File: src/rtl/aligner_pkg.sv
// Package: shared types for the sync frame aligner.
// Assumes: single clock domain; used by all aligner submodules.
package aligner_pkg;

    // Tracking state of the frame aligner.
    typedef enum logic [1:0] {
        ST_HUNT    = 2'd0,
        ST_CONFIRM = 2'd1,
        ST_TRACK   = 2'd2
    } align_state_t;

    // Register select codes of the parallel threshold port.
    localparam logic SEL_ACQ  = 1'b0;
    localparam logic SEL_LOSS = 1'b1;

endpackage

File: src/rtl/aligner_sync_match.sv
// Module: aligner_sync_match
// Compares the incoming byte with the plain sync value and, when enabled
// by ACCEPT_INV, with its bitwise inverse. Purely combinational.
// Assumes: in_byte is only meaningful when qualified by the caller.
module aligner_sync_match #(
    parameter logic [7:0] SYNC_BYTE  = 8'h47,
    parameter bit         ACCEPT_INV = 1'b1
) (
    input  logic [7:0] in_byte,
    output logic       is_norm,
    output logic       is_inv
);

    localparam logic [7:0] INV_BYTE = ~SYNC_BYTE;

    // Plain-polarity comparison.
    assign is_norm = (in_byte == SYNC_BYTE);

    generate
        if (ACCEPT_INV) begin : g_inv
            // Inverted-polarity comparison.
            assign is_inv = (in_byte == INV_BYTE);
        end else begin : g_no_inv
            assign is_inv = 1'b0;
        end
    endgenerate

endmodule

File: src/rtl/aligner_cfg.sv
// Module: aligner_cfg
// Holds the programmable acquisition and loss thresholds and the copies
// that are in force for the current hunt. The in-force copies are loaded
// only when a hunt restarts. A write in the restart cycle is forwarded.
// A zero threshold is floored to one.
// Assumes: restart is a single-cycle strobe from the tracker.
module aligner_cfg
    import aligner_pkg::*;
#(
    parameter int THR_W    = 4,
    parameter int ACQ_RST  = 4,
    parameter int LOSS_RST = 3
) (
    input  logic             clk,
    input  logic             rst_n,
    input  logic             cfg_wr,
    input  logic             cfg_sel,
    input  logic [THR_W-1:0] cfg_data,
    input  logic             restart,
    output logic [THR_W-1:0] acq_start,
    output logic [THR_W-1:0] acq_hold,
    output logic [THR_W-1:0] loss_hold
);

    localparam logic [THR_W-1:0] ONE = THR_W'(1);

    logic [THR_W-1:0] acq_reg, loss_reg;
    logic [THR_W-1:0] acq_fwd, loss_fwd;
    logic [THR_W-1:0] acq_flr, loss_flr;

    // Forward a same-cycle write so that a restart sees it.
    always_comb begin
        acq_fwd  = (cfg_wr && cfg_sel == SEL_ACQ)  ? cfg_data : acq_reg;
        loss_fwd = (cfg_wr && cfg_sel == SEL_LOSS) ? cfg_data : loss_reg;
        acq_flr  = (acq_fwd  == '0) ? ONE : acq_fwd;
        loss_flr = (loss_fwd == '0) ? ONE : loss_fwd;
    end

    assign acq_start = acq_flr;

    // Programmable threshold registers written through the port.
    always_ff @(posedge clk) begin
        if (!rst_n) begin
            acq_reg  <= THR_W'(ACQ_RST);
            loss_reg <= THR_W'(LOSS_RST);
        end else if (cfg_wr) begin
            if (cfg_sel == SEL_ACQ) acq_reg  <= cfg_data;
            else                    loss_reg <= cfg_data;
        end
    end

    // In-force copies, refreshed only at a hunt restart.
    always_ff @(posedge clk) begin
        if (!rst_n) begin
            acq_hold  <= (ACQ_RST == 0)  ? ONE : THR_W'(ACQ_RST);
            loss_hold <= (LOSS_RST == 0) ? ONE : THR_W'(LOSS_RST);
        end else if (restart) begin
            acq_hold  <= acq_flr;
            loss_hold <= loss_flr;
        end
    end

endmodule

File: src/rtl/aligner_track.sv
// Module: aligner_track
// Frame position tracker and lock state machine. It counts valid bytes
// since the last boundary, counts confirmed sync bytes while acquiring and
// consecutive misses while locked, and flags boundary bytes that carry a
// frame-start marker.
// Assumes: thresholds are already floored to at least one.
module aligner_track
    import aligner_pkg::*;
#(
    parameter int FRAME_LEN = 204,
    parameter int THR_W     = 4
) (
    input  logic             clk,
    input  logic             rst_n,
    input  logic             in_valid,
    input  logic             is_norm,
    input  logic             is_inv,
    input  logic [THR_W-1:0] acq_start,
    input  logic [THR_W-1:0] acq_hold,
    input  logic [THR_W-1:0] loss_hold,
    output logic             restart,
    output logic             mark_next,
    output logic             inv_next,
    output logic             locked
);

    localparam int POS_W = $clog2(FRAME_LEN + 1);
    localparam logic [POS_W-1:0] POS_EDGE  = POS_W'(FRAME_LEN);
    localparam logic [POS_W-1:0] POS_FIRST = POS_W'(1);

    align_state_t     state_q, state_d;
    logic [POS_W-1:0] pos_q, pos_d;
    logic [THR_W-1:0] hits_q, hits_d;
    logic [THR_W-1:0] miss_q, miss_d;
    logic [THR_W:0]   hits_inc, miss_inc;
    logic             is_sync, at_edge;

    assign is_sync  = is_norm | is_inv;
    assign at_edge  = (pos_q == POS_EDGE);
    assign hits_inc = {1'b0, hits_q} + 1'b1;
    assign miss_inc = {1'b0, miss_q} + 1'b1;
    assign restart  = in_valid && (state_q == ST_HUNT) && is_sync;
    assign inv_next = mark_next && is_inv;
    assign locked   = (state_q == ST_TRACK);

    // Next-state, counter and marker decisions for one input cycle.
    always_comb begin
        state_d   = state_q;
        pos_d     = pos_q;
        hits_d    = hits_q;
        miss_d    = miss_q;
        mark_next = 1'b0;
        if (in_valid) begin
            case (state_q)
                ST_HUNT: begin
                    if (is_sync) begin
                        pos_d  = POS_FIRST;
                        hits_d = THR_W'(1);
                        miss_d = '0;
                        if (acq_start == THR_W'(1)) begin
                            state_d   = ST_TRACK;
                            mark_next = 1'b1;
                        end else begin
                            state_d = ST_CONFIRM;
                        end
                    end
                end
                ST_CONFIRM: begin
                    if (at_edge) begin
                        pos_d = POS_FIRST;
                        if (is_sync) begin
                            hits_d = hits_inc[THR_W-1:0];
                            if (hits_inc >= {1'b0, acq_hold}) begin
                                state_d   = ST_TRACK;
                                miss_d    = '0;
                                mark_next = 1'b1;
                            end
                        end else begin
                            state_d = ST_HUNT;
                        end
                    end else begin
                        pos_d = pos_q + 1'b1;
                    end
                end
                ST_TRACK: begin
                    if (at_edge) begin
                        pos_d = POS_FIRST;
                        if (is_sync) begin
                            miss_d    = '0;
                            mark_next = 1'b1;
                        end else if (miss_inc >= {1'b0, loss_hold}) begin
                            state_d = ST_HUNT;
                            miss_d  = '0;
                        end else begin
                            miss_d    = miss_inc[THR_W-1:0];
                            mark_next = 1'b1;
                        end
                    end else begin
                        pos_d = pos_q + 1'b1;
                    end
                end
                default: state_d = ST_HUNT;
            endcase
        end
    end

    // State and counter registers.
    always_ff @(posedge clk) begin
        if (!rst_n) begin
            state_q <= ST_HUNT;
            pos_q   <= '0;
            hits_q  <= '0;
            miss_q  <= '0;
        end else begin
            state_q <= state_d;
            pos_q   <= pos_d;
            hits_q  <= hits_d;
            miss_q  <= miss_d;
        end
    end

endmodule

File: src/rtl/mpeg_sync_aligner.sv
// Module: mpeg_sync_aligner (top)
// Finds MPEG transport frame boundaries in a byte stream by their sync
// byte (plain or inverted), acquires and holds frame lock under
// programmable thresholds, and outputs the stream one cycle later with
// frame-start and inverted-sync markers.
// Assumes: one byte per cycle at most, qualified by in_valid.
module mpeg_sync_aligner #(
    parameter int         FRAME_LEN  = 204,
    parameter logic [7:0] SYNC_BYTE  = 8'h47,
    parameter bit         ACCEPT_INV = 1'b1,
    parameter int         THR_W      = 4,
    parameter int         ACQ_RST    = 4,
    parameter int         LOSS_RST   = 3
) (
    input  logic             clk,
    input  logic             rst_n,
    input  logic             cfg_wr,
    input  logic             cfg_sel,
    input  logic [THR_W-1:0] cfg_data,
    input  logic             in_valid,
    input  logic [7:0]       in_byte,
    output logic             out_valid,
    output logic [7:0]       out_byte,
    output logic             frame_start,
    output logic             sync_inv,
    output logic             frame_lock
);

    logic             is_norm, is_inv, restart, mark_next, inv_next;
    logic [THR_W-1:0] acq_start, acq_hold, loss_hold;

    aligner_sync_match #(
        .SYNC_BYTE  (SYNC_BYTE),
        .ACCEPT_INV (ACCEPT_INV)
    ) u_match (
        .in_byte (in_byte),
        .is_norm (is_norm),
        .is_inv  (is_inv)
    );

    aligner_cfg #(
        .THR_W    (THR_W),
        .ACQ_RST  (ACQ_RST),
        .LOSS_RST (LOSS_RST)
    ) u_cfg (
        .clk       (clk),
        .rst_n     (rst_n),
        .cfg_wr    (cfg_wr),
        .cfg_sel   (cfg_sel),
        .cfg_data  (cfg_data),
        .restart   (restart),
        .acq_start (acq_start),
        .acq_hold  (acq_hold),
        .loss_hold (loss_hold)
    );

    aligner_track #(
        .FRAME_LEN (FRAME_LEN),
        .THR_W     (THR_W)
    ) u_track (
        .clk       (clk),
        .rst_n     (rst_n),
        .in_valid  (in_valid),
        .is_norm   (is_norm),
        .is_inv    (is_inv),
        .acq_start (acq_start),
        .acq_hold  (acq_hold),
        .loss_hold (loss_hold),
        .restart   (restart),
        .mark_next (mark_next),
        .inv_next  (inv_next),
        .locked    (frame_lock)
    );

    // Output stage: one-cycle delay of the byte and its markers.
    always_ff @(posedge clk) begin
        if (!rst_n) begin
            out_valid   <= 1'b0;
            out_byte    <= '0;
            frame_start <= 1'b0;
            sync_inv    <= 1'b0;
        end else begin
            out_valid   <= in_valid;
            out_byte    <= in_valid ? in_byte : out_byte;
            frame_start <= mark_next;
            sync_inv    <= inv_next;
        end
    end

endmodule

File: config.mk
export PLATFORM = sky130hd
export DESIGN_NAME = mpeg_sync_aligner
export DESIGN_NICKNAME = d
export VERILOG_FILES = /design/src/rtl/aligner_pkg.sv /design/src/rtl/aligner_sync_match.sv /design/src/rtl/aligner_cfg.sv /design/src/rtl/aligner_track.sv /design/src/rtl/mpeg_sync_aligner.sv
export SDC_FILE = /design/constraint.sdc
export NUM_CORES = 1
export LEC_CHECK = 0
export BUFFER_PORTS_ARGS = -buffer_cell sky130_fd_sc_hd__buf_2
export CORE_AREA = 5 5 94 96
export DETAILED_ROUTE_END_ITERATION = 6
export DIE_AREA = 0 0 99 101
export PLACE_DENSITY = 0.56
export SKIP_CTS_REPAIR_TIMING = 1
export SLEW_MARGIN = 15
export SYNTH_ARGS = -nofsm -noshare
export SYNTH_HDL_FRONTEND = slang
export SYNTH_HIERARCHICAL = 1
export SYNTH_SLANG_ARGS = --single-unit
File: constraint.sdc
create_clock -name clk -period 5.9 [get_ports clk]
set_input_delay 0.59 -clock clk [delete_from_list [all_inputs] [get_ports clk]]
set_output_delay 0.59 -clock clk [all_outputs]
set_load 0.05 [all_outputs]
==> out/metrics.yaml <==
status: "finished, final reports clean"
avgSynthCellArea_um2: 9.235
synthTopCellsByArea: "dfxtp_1, ha_1, mux2i_1"
cp-startpoint: "cfg_sel"
dominantRegCellSynth: "dfxtp_1"
drive_above_1_share_pct: 16.95
num_rows: 33
clk_path_buf_depth: 2
p_switching_mw: 0.1677
grt_max_degree: 37
place_congestion: 0.8284
diodes: 0
r2r-start: "u_track/miss_q[0]"
core_area_um2: 7969
cts_tree: "done"
grt_pass1_vias: 1830
syn-num-nets: 301
synth_top_area_share_pct: 36.40
synth_warnings: 6
track_usage_pct: 10.34
synth.distinct_cells: 55
nFillCells: 812
crit_type: "input pin to flop"
period_minus_slack_ns: 2.520
layout_common_cells: "dfxtp_1, buf_2, nand2_1, mux2i_1, nor2_1"
die_x_um: 99
finClkSkew_ns: 0.006165
setup_viol_count_final: 0
nets: 327
slowest_stage: "nor4b_1"
tightest_slew_ns: 0.8793
pin_count: 29
pwr-share-clk_pct: 30.4
ys_seq_elements: 45
hold_viol_final: 0
cts.sinks: 45
period_share_pct: 42.71
drt_iter0_drc: 97
reg_top3: "out_byte (8), u_track/pos_q (8)"
wl_met2_um: 2359
vias: 1889
totalWireLength_um: 5048
dr_wl_met3_um: 93
cpMostUsedCell: "nand2_1"
ir_drop_mv: 0.08774
hold_path_class: "flop to flop"
seq_area_frac_synth_pct: 36.40
synthCells: 268
path_clk_slew_ns: 0.08
p_leak_nw: 1.250
place_hpwl_um: 3820
drtAntennaViolNets: 0
areaGrowthSynthToFinish_pct: 12.03
final_common_cell: "dfxtp_1"
rsz0062_at_grt: "false"
antenna_found_initial: 0
cp_max_fo: 6
postSynth.asyncResetShare_pct: 0
fin_setup_tns_ns: 0
topRoutingLayerUsed: "met4"
grt_first_pass_wirelength_um: 8535
grt_remaining_overflow: 0
stdcell_area_um2: 2773
syn_area_um2: 2475
cap_violations: 0
seq_area_um2: 900.9
die-area_um2: 9999
seqPwrFrac_pct: 53.4
end_kind: "flop"
power_frac_comb_pct: 16.3
holdCritStartpoint: "u_track/miss_q[1]"
viasPerCell: 4.723
fmax_mhz: 396.8
io_buffers: 28
synth-edff-count: 0
p_sw_share_pct: 28.15
place_area_um2: 2690
cts_buffers: 5
p_int_mw: 0.4280
critical_path_arrival_ns: 2.75
post_drt_wl_per_cell_um: 12.62
die_y_um: 101
max_stage_delay_ns: 0.59
wl_met1_um: 2530
cts_max_level: 2
insertion_delay_ns: 0.29
start_kind: "input pin"
start_util_pct: 31.06
worstPathCellList: "buf_2 -> nand2b_1 -> mux2i_4 -> o21ai_2 -> nand2_1 -> nor4b_1 -> nand2_1 -> o22a_1 -> nor3b_1 -> and2_1"
dr.pass1.iters: 4
p_per_area_nw_per_um2: 214.8
drc: 0
slew_headroom_pct: 41.16
slew_viol_final: 0
crit_required_ns: 6.13
clock_tree.root_cell: "clkbuf_8"
synth_top_area_cell: "dfxtp_1"
multiInputGateArea_um2: 1461
cell families after synthesis:
family                   share of synthesized area [%]
AO/OA/AOI/OAI                                    13.20
XOR/XNOR                                         3.539
adder cells (fa/ha/maj)                          8.089
buffers and inverters                            4.550
flip-flops                                       36.40
multiplexers                                     10.52
AND/OR/NAND/NOR                                  23.71
worst max-delay path, delay by kind of cell:
| kind | cells | cell delay [ns] |
|---|---|---|
| AND/OR/NAND/NOR | 6 | 1.41 |
| multiplexers | 1 | 0.33 |
| AO/OA/AOI/OAI | 2 | 0.31 |
| buffers and inverters | 1 | 0.10 |
path summary, 6_finish.rpt:
| kind | slack (ns) | cells past startpoint | to |
|---|---|---|---|
| setup / recovery | 3.38 | 10 | sync_inv |
| hold / removal | 0.49 | 2 | u_track/miss_q[1] |
| setup reg to reg | 3.66 | 7 | u_track/state_q[0] |
| hold reg to reg | 0.49 | 2 | u_track/miss_q[1] |
per-layer routing:
layer  vias to the layer above  track usage (%)
met2                        16            16.84
met4                         0            3.887
met1                       877            13.73
li1                        992                -
met5                         -                0
met3                         4            1.730
area by class of cell:
cell class,instances,area share (%)
Multi-Input combinational cell,199,52.71
Sequential cell,45,32.49
Timing Repair Buffer,28,5.054
Tap cell,105,4.738
Clock buffer,6,2.617
Inverter,15,2.031
Clock inverter,2,0.3610
synthesized netlist by cell type, drive strengths merged, types with 2 or more instances:
master / instances
nand2b: 5
a41oi: 2
mux2: 3
nor3: 5
a221o: 2
ha: 16
nand3: 11
dfxtp: 45
nor3b: 4
buf: 3
o21ai: 10
nor2b: 14
o211ai: 2
o21a: 2
nor4: 2
nand4bb: 2
a211oi: 3
a31oi: 3
xor2: 7
nand2: 27
o211a: 4
nand3b: 2
inv: 15
clkbuf: 6
nand4: 2
nor2: 18
xnor2: 3
a21oi: 8
mux2i: 21
and2: 6
a21o: 2
power groups by stage:
stage	registers [mW]	logic, mW	clock network (mW)
2_1_floorplan	0.336	0.0595	0
3_3_place_gp	0.325	0.0968	0
3_5_place_dp	0.325	0.0974	0
4_1_cts	0.318	0.0979	0.188
5_1_grt	0.319	0.107	0.200
6_report	0.318	0.0970	0.181
per-stage QoR:
stage                     hold slack [ns]  worst slack (ns)  cells  util [%]  power (mW)
after floorplan                    0.4416             3.710    268         -      0.3960
after global placement             0.4653             3.165    392     33.76      0.4216
after detailed placement           0.4722             3.108    392     33.76      0.4224
after CTS                          0.4929             3.401    400     34.79      0.6036
after global routing               0.5119             3.185    400     34.79      0.6264
final                              0.4893             3.380    400     34.79      0.5956
No activity file was read; power rests on OpenSTA's default activity.
